$ cat config.mk
export PLATFORM = sky130hd
export DESIGN_NAME = mp_uart
export DESIGN_NICKNAME = d
export VERILOG_FILES = /design/src/rtl/mpu_pkg.sv /design/src/rtl/mpu_baud.sv /design/src/rtl/mpu_tx.sv /design/src/rtl/mpu_rx.sv /design/src/rtl/mp_uart.sv
export SDC_FILE = /design/constraint.sdc
export NUM_CORES = 1
export LEC_CHECK = 0
export BUFFER_PORTS_ARGS = -buffer_cell sky130_fd_sc_hd__buf_4
export CORE_UTILIZATION = 61
export DETAILED_ROUTE_END_ITERATION = 8
export PLACE_DENSITY = 0.81
export SLEW_MARGIN = 10
export SYNTH_ARGS = -nofsm -noshare
export SYNTH_HDL_FRONTEND = slang
export SYNTH_SLANG_ARGS = --single-unit
$ cat constraint.sdc
create_clock -name clk -period 6 [get_ports clk]
set_input_delay 0.6 -clock clk [delete_from_list [all_inputs] [get_ports clk]]
set_output_delay 0.6 -clock clk [all_outputs]
set_load 0.02 [all_outputs]
$ cat src/rtl/mpu_pkg.sv
package mpu_pkg;
  localparam int OSR = 16;
  typedef enum logic [1:0] {RX_IDLE, RX_START, RX_DATA, RX_STOP} rx_state_t;
endpackage

$ cat src/rtl/mpu_baud.sv
module mpu_baud #(
  parameter int DIV_W = 16
) (
  input  logic             clk,
  input  logic             rst_n,
  input  logic [DIV_W-1:0] divisor,
  output logic             tick
);
  logic [DIV_W-1:0] eff;
  logic [DIV_W-1:0] cnt_q, cnt_d;

  always_comb begin
    eff   = (divisor == '0) ? {{(DIV_W-1){1'b0}}, 1'b1} : divisor;
    tick  = (cnt_q >= eff - 1'b1);
    cnt_d = tick ? '0 : cnt_q + 1'b1;
  end

  always_ff @(posedge clk or negedge rst_n) begin
    if (!rst_n) cnt_q <= '0;
    else        cnt_q <= cnt_d;
  end

  p_tick_gap_r2: assert property (@(posedge clk) disable iff (!rst_n)
    (tick && divisor > 1) |=> (!tick || divisor <= 1));
endmodule

$ cat src/rtl/mpu_tx.sv
module mpu_tx #(
  parameter int DATA_W = 8
) (
  input  logic              clk,
  input  logic              rst_n,
  input  logic              tick,
  input  logic              mp_mode,
  input  logic              wr,
  input  logic [DATA_W-1:0] wr_data,
  input  logic              wr_flag,
  output logic              ready,
  output logic              txd
);
  localparam int FRAME_W = DATA_W + 3;
  localparam int BN_W    = $clog2(FRAME_W + 1);

  logic              hold_v_q, hold_v_d;
  logic [DATA_W:0]   hold_q, hold_d;
  logic              busy_q, busy_d;
  logic [FRAME_W-1:0] sh_q, sh_d;
  logic [3:0]        sub_q, sub_d;
  logic [BN_W-1:0]   bn_q, bn_d, last_q, last_d;
  logic              accept;

  always_comb begin
    ready    = !hold_v_q && !busy_q;
    accept   = wr && ready;
    hold_v_d = hold_v_q;
    hold_d   = hold_q;
    busy_d   = busy_q;
    sh_d     = sh_q;
    sub_d    = sub_q;
    bn_d     = bn_q;
    last_d   = last_q;
    if (accept) begin
      hold_v_d = 1'b1;
      hold_d   = {wr_flag, wr_data};
    end
    if (tick && !busy_q && hold_v_q) begin
      busy_d   = 1'b1;
      hold_v_d = 1'b0;
      sub_d    = '0;
      bn_d     = '0;
      if (mp_mode) begin
        sh_d   = {1'b1, hold_q[DATA_W], hold_q[DATA_W-1:0], 1'b0};
        last_d = BN_W'(FRAME_W - 1);
      end else begin
        sh_d   = {2'b11, hold_q[DATA_W-1:0], 1'b0};
        last_d = BN_W'(FRAME_W - 2);
      end
    end else if (tick && busy_q) begin
      sub_d = sub_q + 1'b1;
      if (sub_q == 4'd15) begin
        sh_d = {1'b1, sh_q[FRAME_W-1:1]};
        bn_d = bn_q + 1'b1;
        if (bn_q == last_q) busy_d = 1'b0;
      end
    end
    txd = busy_q ? sh_q[0] : 1'b1;
  end

  always_ff @(posedge clk or negedge rst_n) begin
    if (!rst_n) begin
      hold_v_q <= 1'b0;
      hold_q   <= '0;
      busy_q   <= 1'b0;
      sh_q     <= '1;
      sub_q    <= '0;
      bn_q     <= '0;
      last_q   <= '0;
    end else begin
      hold_v_q <= hold_v_d;
      hold_q   <= hold_d;
      busy_q   <= busy_d;
      sh_q     <= sh_d;
      sub_q    <= sub_d;
      bn_q     <= bn_d;
      last_q   <= last_d;
    end
  end

  p_ready_drop_r4: assert property (@(posedge clk) disable iff (!rst_n)
    accept |=> !ready);
  p_start_low_r3: assert property (@(posedge clk) disable iff (!rst_n)
    $rose(busy_q) |-> !txd);
endmodule

$ cat src/rtl/mpu_rx.sv
module mpu_rx
  import mpu_pkg::*;
#(
  parameter int DATA_W = 8
) (
  input  logic              clk,
  input  logic              rst_n,
  input  logic              tick,
  input  logic              rxd,
  input  logic              mp_mode,
  input  logic [DATA_W-1:0] station_addr,
  input  logic              rd,
  input  logic              err_clear,
  output logic [DATA_W-1:0] rx_data,
  output logic              rx_valid,
  output logic              rx_full,
  output logic              ferr,
  output logic              ovr
);
  localparam int BN_W = $clog2(DATA_W + 1);

  logic            s1_q, s2_q;
  rx_state_t       st_q, st_d;
  logic [3:0]      sub_q, sub_d;
  logic [BN_W-1:0] bn_q, bn_d;
  logic [DATA_W:0] sh_q, sh_d;
  logic            mode_q, mode_d;
  logic            sel_q, sel_d;
  logic [DATA_W-1:0] data_q, data_d;
  logic            valid_q, valid_d, full_q, full_d, ferr_q, ferr_d, ovr_q, ovr_d;
  logic            done, stop_ok, is_addr, deliver;
  logic [DATA_W-1:0] chr;
  logic [BN_W-1:0] last;

  always_comb begin
    st_d    = st_q;
    sub_d   = sub_q;
    bn_d    = bn_q;
    sh_d    = sh_q;
    mode_d  = mode_q;
    done    = 1'b0;
    last    = mode_q ? BN_W'(DATA_W) : BN_W'(DATA_W - 1);
    case (st_q)
      RX_IDLE: if (tick && !s2_q) begin
        st_d  = RX_START;
        sub_d = '0;
      end
      RX_START: if (tick) begin
        if (sub_q == 4'd7) begin
          if (!s2_q) begin
            st_d   = RX_DATA;
            sub_d  = '0;
            bn_d   = '0;
            mode_d = mp_mode;
          end else begin
            st_d = RX_IDLE;
          end
        end else begin
          sub_d = sub_q + 1'b1;
        end
      end
      RX_DATA: if (tick) begin
        sub_d = sub_q + 1'b1;
        if (sub_q == 4'd15) begin
          sh_d = {s2_q, sh_q[DATA_W:1]};
          bn_d = bn_q + 1'b1;
          if (bn_q == last) st_d = RX_STOP;
        end
      end
      RX_STOP: if (tick) begin
        sub_d = sub_q + 1'b1;
        if (sub_q == 4'd15) begin
          done = 1'b1;
          st_d = RX_IDLE;
        end
      end
      default: st_d = RX_IDLE;
    endcase

    stop_ok = s2_q;
    chr     = mode_q ? sh_q[DATA_W-1:0] : sh_q[DATA_W:1];
    is_addr = mode_q && sh_q[DATA_W];
    deliver = done && stop_ok && !is_addr && (!mode_q || sel_q);

    sel_d   = sel_q;
    if (done && stop_ok && is_addr) sel_d = (chr == station_addr);

    valid_d = deliver;
    data_d  = deliver ? chr : data_q;
    full_d  = deliver ? 1'b1 : (rd ? 1'b0 : full_q);
    ovr_d   = (ovr_q && !err_clear) || (deliver && full_q && !rd);
    ferr_d  = (ferr_q && !err_clear) || (done && !stop_ok);
  end

  always_ff @(posedge clk or negedge rst_n) begin
    if (!rst_n) begin
      s1_q    <= 1'b1;
      s2_q    <= 1'b1;
      st_q    <= RX_IDLE;
      sub_q   <= '0;
      bn_q    <= '0;
      sh_q    <= '0;
      mode_q  <= 1'b0;
      sel_q   <= 1'b0;
      data_q  <= '0;
      valid_q <= 1'b0;
      full_q  <= 1'b0;
      ferr_q  <= 1'b0;
      ovr_q   <= 1'b0;
    end else begin
      s1_q    <= rxd;
      s2_q    <= s1_q;
      st_q    <= st_d;
      sub_q   <= sub_d;
      bn_q    <= bn_d;
      sh_q    <= sh_d;
      mode_q  <= mode_d;
      sel_q   <= sel_d;
      data_q  <= data_d;
      valid_q <= valid_d;
      full_q  <= full_d;
      ferr_q  <= ferr_d;
      ovr_q   <= ovr_d;
    end
  end

  assign rx_data  = data_q;
  assign rx_valid = valid_q;
  assign rx_full  = full_q;
  assign ferr     = ferr_q;
  assign ovr      = ovr_q;

  p_valid_pulse_r5: assert property (@(posedge clk) disable iff (!rst_n)
    rx_valid |=> !rx_valid);
  p_valid_full_r5: assert property (@(posedge clk) disable iff (!rst_n)
    rx_valid |-> rx_full);
  p_ferr_sticky_r7: assert property (@(posedge clk) disable iff (!rst_n)
    (ferr && !err_clear) |=> ferr);
  p_ovr_sticky_r8: assert property (@(posedge clk) disable iff (!rst_n)
    (ovr && !err_clear) |=> ovr);
  p_read_clears_r8: assert property (@(posedge clk) disable iff (!rst_n)
    rd |=> (!rx_full || rx_valid));
  p_clear_r10: assert property (@(posedge clk) disable iff (!rst_n)
    (err_clear && !done) |=> !ferr);
endmodule

$ cat src/rtl/mp_uart.sv
module mp_uart #(
  parameter int DIV_W  = 16,
  parameter int DATA_W = 8
) (
  input  logic              clk,
  input  logic              rst_n,
  input  logic [DIV_W-1:0]  divisor,
  input  logic              mp_mode,
  input  logic [DATA_W-1:0] station_addr,
  input  logic [DATA_W-1:0] tx_data,
  input  logic              tx_addr_flag,
  input  logic              tx_write,
  output logic              tx_ready,
  output logic              txd,
  input  logic              rxd,
  output logic [DATA_W-1:0] rx_data,
  output logic              rx_valid,
  output logic              rx_full,
  input  logic              rx_read,
  output logic              framing_err,
  output logic              overrun_err,
  input  logic              err_clear
);
  logic tick;

  mpu_baud #(.DIV_W(DIV_W)) u_baud (
    .clk(clk), .rst_n(rst_n), .divisor(divisor), .tick(tick)
  );

  mpu_tx #(.DATA_W(DATA_W)) u_tx (
    .clk(clk), .rst_n(rst_n), .tick(tick), .mp_mode(mp_mode),
    .wr(tx_write), .wr_data(tx_data), .wr_flag(tx_addr_flag),
    .ready(tx_ready), .txd(txd)
  );

  mpu_rx #(.DATA_W(DATA_W)) u_rx (
    .clk(clk), .rst_n(rst_n), .tick(tick), .rxd(rxd), .mp_mode(mp_mode),
    .station_addr(station_addr), .rd(rx_read), .err_clear(err_clear),
    .rx_data(rx_data), .rx_valid(rx_valid), .rx_full(rx_full),
    .ferr(framing_err), .ovr(overrun_err)
  );

  p_idle_line_r3: assert property (@(posedge clk) disable iff (!rst_n)
    tx_ready |-> txd);
endmodule

[After elaboration in Yosys (flattened, before gate mapping)]
Index checks and enable logic that the tools add are counted.
Word-level totals
  bits in registers: 85
  logic and storage cells: 138
Cells by class
  add/sub/neg operators: 6
  order comparisons: 1
  eq/ne operators: 20
  muxes and demuxes: 47
  bitwise logic cells: 1
  reduce and logical (&&, ||, !) cells: 42
Operators by type and width (count)
  $mux 4: 15
  $mux 11: 3
  $mux 16: 2
  $mux 2: 10
  $ne 2x1->1 const B: 9
  $add 16x1->16 const B: 1
  $add 4x1->4 const B: 4
  $ge 16x16->1: 1
  $logic_and 1x1->1: 16
  $logic_not 16->1: 1
  $sub 16x1->16 const B: 1
  $mux 1: 12
  $pmux 4 s3: 1
  $reduce_bool 2->1: 6
  $mux 10: 1
  $eq 4x4->1: 2
  $eq 4x4->1 const B: 2
  $eq 8x8->1: 1
  $mux 8: 1
  $pmux 2 s4: 1
  $pmux 4 s2: 1
  $reduce_and 4->1: 2
  $reduce_and 8->1: 1
  $logic_not 1->1: 7
  other kinds (12): 16

[Depth between registers and ports, before layout]
  depth in word-level cells: 12
  mapped depth: 18
  depth with buffers taken out: 16

[Hierarchy]
Synthesis repeated with hierarchy kept, for this count alone.
Second synthesis, totals
  cells, all modules: 452
  area total of the unflattened synthesis: 4767.1 µm²
Modules (own cells, without submodules)
  mpu_rx: instances 1, cells an instance 164, area an instance 1854.3 µm²
  mpu_tx: instances 1, cells an instance 138, area an instance 1561.5 µm²
  mpu_baud: instances 1, cells an instance 150, area an instance 1351.3 µm²

[Least setup slack after synthesis]
Ideal clock, no wire load.
  path type: in2reg
  from: input port divisor[3]
  to: register u_rx.sh_q[0]
  library setup time: 0.125 ns
  arrival time: 4.539 ns
  data required time: 5.875 ns
  path slack: 1.337 ns
  stages: 15
  path through: or4_1 -> nor4_1 -> a31oi_1 -> ha_1 -> inv_1 -> nor4_1 -> and3_1 -> xnor2_1 -> ha_1 -> nand4_1 -> or4_4 -> o311ai_4 -> nor2_4 -> nor3_4 -> mux2_2
Between the ends
  cells in the longest elaborated chain, start to end: 5
RTL lines
  start: declaration: RTL line mp_uart.sv:7  | input logic [DIV_W-1:0] divisor,
  $logic_not 16->1: RTL line mpu_baud.sv:13  | eff = (divisor == '0) ? {{(DIV_W-1){1'b0}}, 1'b1} : divisor;
  $mux 16 (*): RTL line mpu_baud.sv:13
  $sub 16x1->16 (*): RTL line mpu_baud.sv:14  | tick = (cnt_q >= eff - 1'b1);
  $ge 16x16->1 (*): RTL line mpu_baud.sv:14
  $reduce_and 3->1 (no line) (*)
  end signal: assignment: RTL line mpu_rx.sv:102  | sh_q <= '0;
  end signal: assignment: RTL line mpu_rx.sv:116  | sh_q <= sh_d;
  end: declaration: RTL line mpu_rx.sv:26  | logic [DATA_W:0] sh_q, sh_d;
Mark *: on every way between the ends. The rest lies on a longest branch, timed or not.
A chain may end at the register's enable or synchronous reset.

[Worst setup path after layout]
  from: input port divisor[3]
  to: register u_tx.sh_q[9]
Between the ends
  cells in the longest elaborated chain, start to end: 8
RTL lines
  $logic_not 16->1: RTL line mpu_baud.sv:13
  $mux 16 (*): RTL line mpu_baud.sv:13
  $sub 16x1->16 (*): RTL line mpu_baud.sv:14
  $ge 16x16->1 (*): RTL line mpu_baud.sv:14
  $logic_and 1x1->1 (2 in series): RTL line mpu_tx.sv:39  | if (tick && !busy_q && hold_v_q) begin
  $reduce_bool 2->1 (no line)
  $reduce_and 2->1 (no line)
  end signal: assignment: RTL line mpu_tx.sv:67  | sh_q <= '1;
  end signal: assignment: RTL line mpu_tx.sv:75  | sh_q <= sh_d;
  end: declaration: RTL line mpu_tx.sv:20  | logic [FRAME_W-1:0] sh_q, sh_d;
Marked as above.

==> key figures <==
Critical path
  – Reg2reg setup slack: 2860 ps
  – Worst-path cell chain: buf_4 > or4_1 > nor4_1 > a31oi_1 > ha_1 > inv_1 > nor4_1 > and3_1 > xnor2_1 > ha_1 > nand4_1 > or4_4 > o311a_1 > a21oi_1 > a211oi_1 > a31oi_1
  – Critical Path RT: 6280 ps
  – CP max-delay cell: a21oi_1
  – Crit path DAT: 5360 ps
  – Worst Setup End Kind: flop
  – Worst Setup SP: divisor[3]
  – Max stage delay on crit path: 700 ps
  – Register-to-Register Path Depth: 7
  – Peak fanout along the critical path: 11
  – Crit path launch type: primary input
  – Worst r2r dst: u_tx.sh_q[9]$_DFFE_PN1P_
  – Crit Path Class: in2reg
  – Reg2Reg Launch Point: u_baud.cnt_q[14]$_DFF_PN0_

Final layout
  – Area delta synth->final: 13.3%
  – Most frequent cells in the layout: dfrtp_1, buf_4, nand2_1, mux2_2, nor2_1
  – Share of cells above drive strength 1: 26.7%
  – Antenna fix cells: 0
  – # fillers: 603
  – Leading cell type in the layout, fill and taps excluded: dfrtp_1
  – Final nets: 570

CTS
  – Count of hold-fix buffers inserted at cts: 0
  – H-tree depth: 3
  – Inserted Clock Buffers: 9
  – Root buffer cell: clkbuf_8
  – Setup Fix Bufs, Post-CTS: 0
  – CTS resizes: 0
  – Worst skew pair latency: 360 ps
  – Clk slew on worst S/H paths: 90 ps
  – CTS max path bufs: 2
  – CTS tree: yes
  – Sink Count: 83

Floorplanning
  – Rows: 32
  – Ports: 54
  – Initial Utilization: 62.6%
  – Die H: 90.9 µm
  – Die width: 90.9 µm
  – Die footprint: 8250 µm²
  – Core Box Area: 7690 µm²

STA
  – Hold Slack: 352 ps
  – Slew Viols, Final: 0
  – RSZ-0062 raised after global routing: no
  – Final Hold Viols: 0
  – Final min period: 5080 ps
  – Least-Margin Pin Slew: 1010 ps
  – F_max: 197 MHz
  – Setup TNS: 0 ps
  – Clock skew: 13.7 ps
  – Final setup viols: 0
  – Final setup margin: 924 ps
  – Final period util: 84.6%
  – Slew HR: 32.5%

Power
  – Final total power: 1.74 mW
  – Leakage power: 2.46 nW
  – Max VDD drop: 0.257 mV
  – PD cells: 319 nW/µm²

Logic synthesis
  – Top-area cell type share of the netlist area: 36.9%
  – Synthesized area per cell: 10.5 µm²
  – Cell variety after synth: 59
  – Syn Nets: 521
  – Synth top area cells: dfrtp_1, mux2_2, dfstp_2
  – Syn Inst Count: 459
  – Sequential share of the synthesized area: 43.4%
  – Number of synthesized register bits: 83
  – Async set-or-reset flop fraction in the synthesized netlist: 100%
  – EDFF count, synth: 0
  – Most used DFF post-synth: dfrtp_1
  – Synthesized area: 4820 µm²
  – Synth area leader: dfrtp_1
  – Synth warn: 0

Min path
  – Hold WC Path Type: in2reg
  – Hold Path Stages: 1
  – Hold Path End: u_rx.s1_q$_DFF_PN1_
  – Hold path startpoint: rxd

Route
  – Routed len/inst: 15.7 µm
  – Post-Route WL: 9680 µm
  – Post-route ant nets: 0
  – DR pass1 iterations: 5
  – Iteration-0 DRC Markers: 291
  – DRC: 0
  – Vias per cell: 6.02
  – Vias: 3,702

GRT
  – GR Layer Usage met1: 32.2%
  – Global-route wire length before repair: 16,600 µm
  – GR Util met2: 42.7%
  – Grt ovf: 0
  – Global-route layer with the greatest usage: met2
  – Largest net degree at the start of global routing: 84
  – M3 GR Usage: 5.81%
  – Total track usage: 25.0%
  – Initial antenna violation count: 0
  – Vias in the first global route: 3,566

Placement
  – Final GP Congestion: 0.882
  – DP Wirelength: 6810 µm
  – Pre-CTS setup slack: 642 ps
  – IO buf count: 53

Flow run
  – Max-Cap Viols: 0

Outcome
  – Status: completed
==> routing by layer <==
metal	up-vias	part of all wire, %
li1	1760	-
met2	112	51
met5	-	0
met1	1818	44
met3	12	4.5
met4	0	1.3
==> worst max-delay path: cells and delay by family <==
kind / cells / cell delay, ps
AND/OR/NAND/NOR: 6 / 2060
AO/OA/AOI/OAI: 5 / 1790
adder cells (fa/ha/maj): 2 / 550
buffers and inverters: 2 / 220
XOR/XNOR: 1 / 130
==> Yosys cell counts, types with 2 or more instances <==
cell        n
a211oi_1    2
dfstp_2    12
and3_1      9
nor2_1     31
a2bb2oi_1   9
buf_2       4
a21oi_1    17
dfrtp_1    71
nor2b_1     4
a31oi_1    12
nand2b_1    5
nand4_1     5
buf_6       3
mux2i_1     6
nand2_1    37
or2_2       4
mux2_2     37
o22ai_1     2
nand3b_1    2
inv_1      14
o21a_1      3
xnor2_1    17
o21ai_0    21
o2bb2ai_1   3
and2_1      2
o31ai_1     6
ha_1       22
xor2_1     25
or4_1       3
a22o_1      4
clkbuf_1    8
o211ai_1    4
or3_1       4
nand3_1    20
nor4_1      7
==> stage by stage <==
| stage | area (µm²) | instances | utilization [%] |
|---|---|---|---|
| CTS | 5460 | 615 | 71.0 |
| detailed placement | 5260 | 599 | 68.4 |
| finish | 5460 | 615 | 71.0 |
| global placement | 5260 | 599 | 68.4 |
| global route | 5460 | 615 | 71.0 |
| floorplan | 4820 | 459 | - |
==> state kept, by name, summed over array words and instances, names as in the netlist, named ones only <==
| signal | flops |
|---|---|
| u_rx.st_q | 1 |
| u_rx.sel_q | 1 |
| u_rx.sh_q | 9 |
| u_rx.s1_q | 1 |
| u_rx.sub_q | 4 |
| u_rx.rx_valid | 1 |
| u_baud.cnt_q | 16 |
| u_tx.bn_q | 4 |
| u_tx.hold_v_q | 1 |
| u_tx.busy_q | 1 |
| u_tx.sh_q | 10 |
| u_rx.rx_data | 8 |
| u_tx.last_q | 3 |
| u_rx.mode_q | 1 |
| u_rx.s2_q | 1 |
| u_tx.hold_q | 9 |
| u_rx.rx_full | 1 |
| u_rx.ovr | 1 |
| u_tx.sub_q | 4 |
| u_rx.ferr | 1 |
| u_rx.bn_q | 4 |
==> report_power, final <==
part	leakage, nW	switching [mW]	internal, mW
Sequential	1.03	0.134	0.716
Clock	0.106	0.204	0.204
Combinational	1.32	0.250	0.232
==> worst max-delay path by stage <==
stage	to	slack (ps)	cells after the start
6_report	u_tx.sh_q[9]$_DFFE_PN1P_	920	16
5_1_grt	u_tx.sh_q[9]$_DFFE_PN1P_	540	16
4_1_cts	u_tx.sh_q[9]$_DFFE_PN1P_	990	16
3_5_place_dp	u_rx.rx_data[6]$_DFFE_PN0P_	640	16
3_3_place_gp	u_tx.sh_q[9]$_DFFE_PN1P_	860	16
2_1_floorplan	u_rx.sh_q[0]$_DFFE_PN0P_	1340	15
==> logic make-up after synthesis <==
logic type | after synthesis | synth area share, %
and+or+nand+nor | 144 | 15.9
AOI/OAI and AO/OA | 94 | 14.2
muxes | 43 | 9.90
adders and majority gates | 22 | 5.72
buffers and inverters | 31 | 3.20
xor gates and xnor gates | 42 | 7.64
DFF | 83 | 43.4
==> cell type report <==
cell class | instances | area [µm²] | area share [%]
clock buffer | 10 | 138 | 2.52
tap | 102 | 128 | 2.34
inverter | 14 | 52.6 | 0.963
sequential | 83 | 2090 | 38.3
multi-input combinational | 345 | 2570 | 47.1
clock inverter | 6 | 62.6 | 1.15
timing repair buffer | 55 | 413 | 7.57
Note: power is estimated with default switching activity, not from simulation.
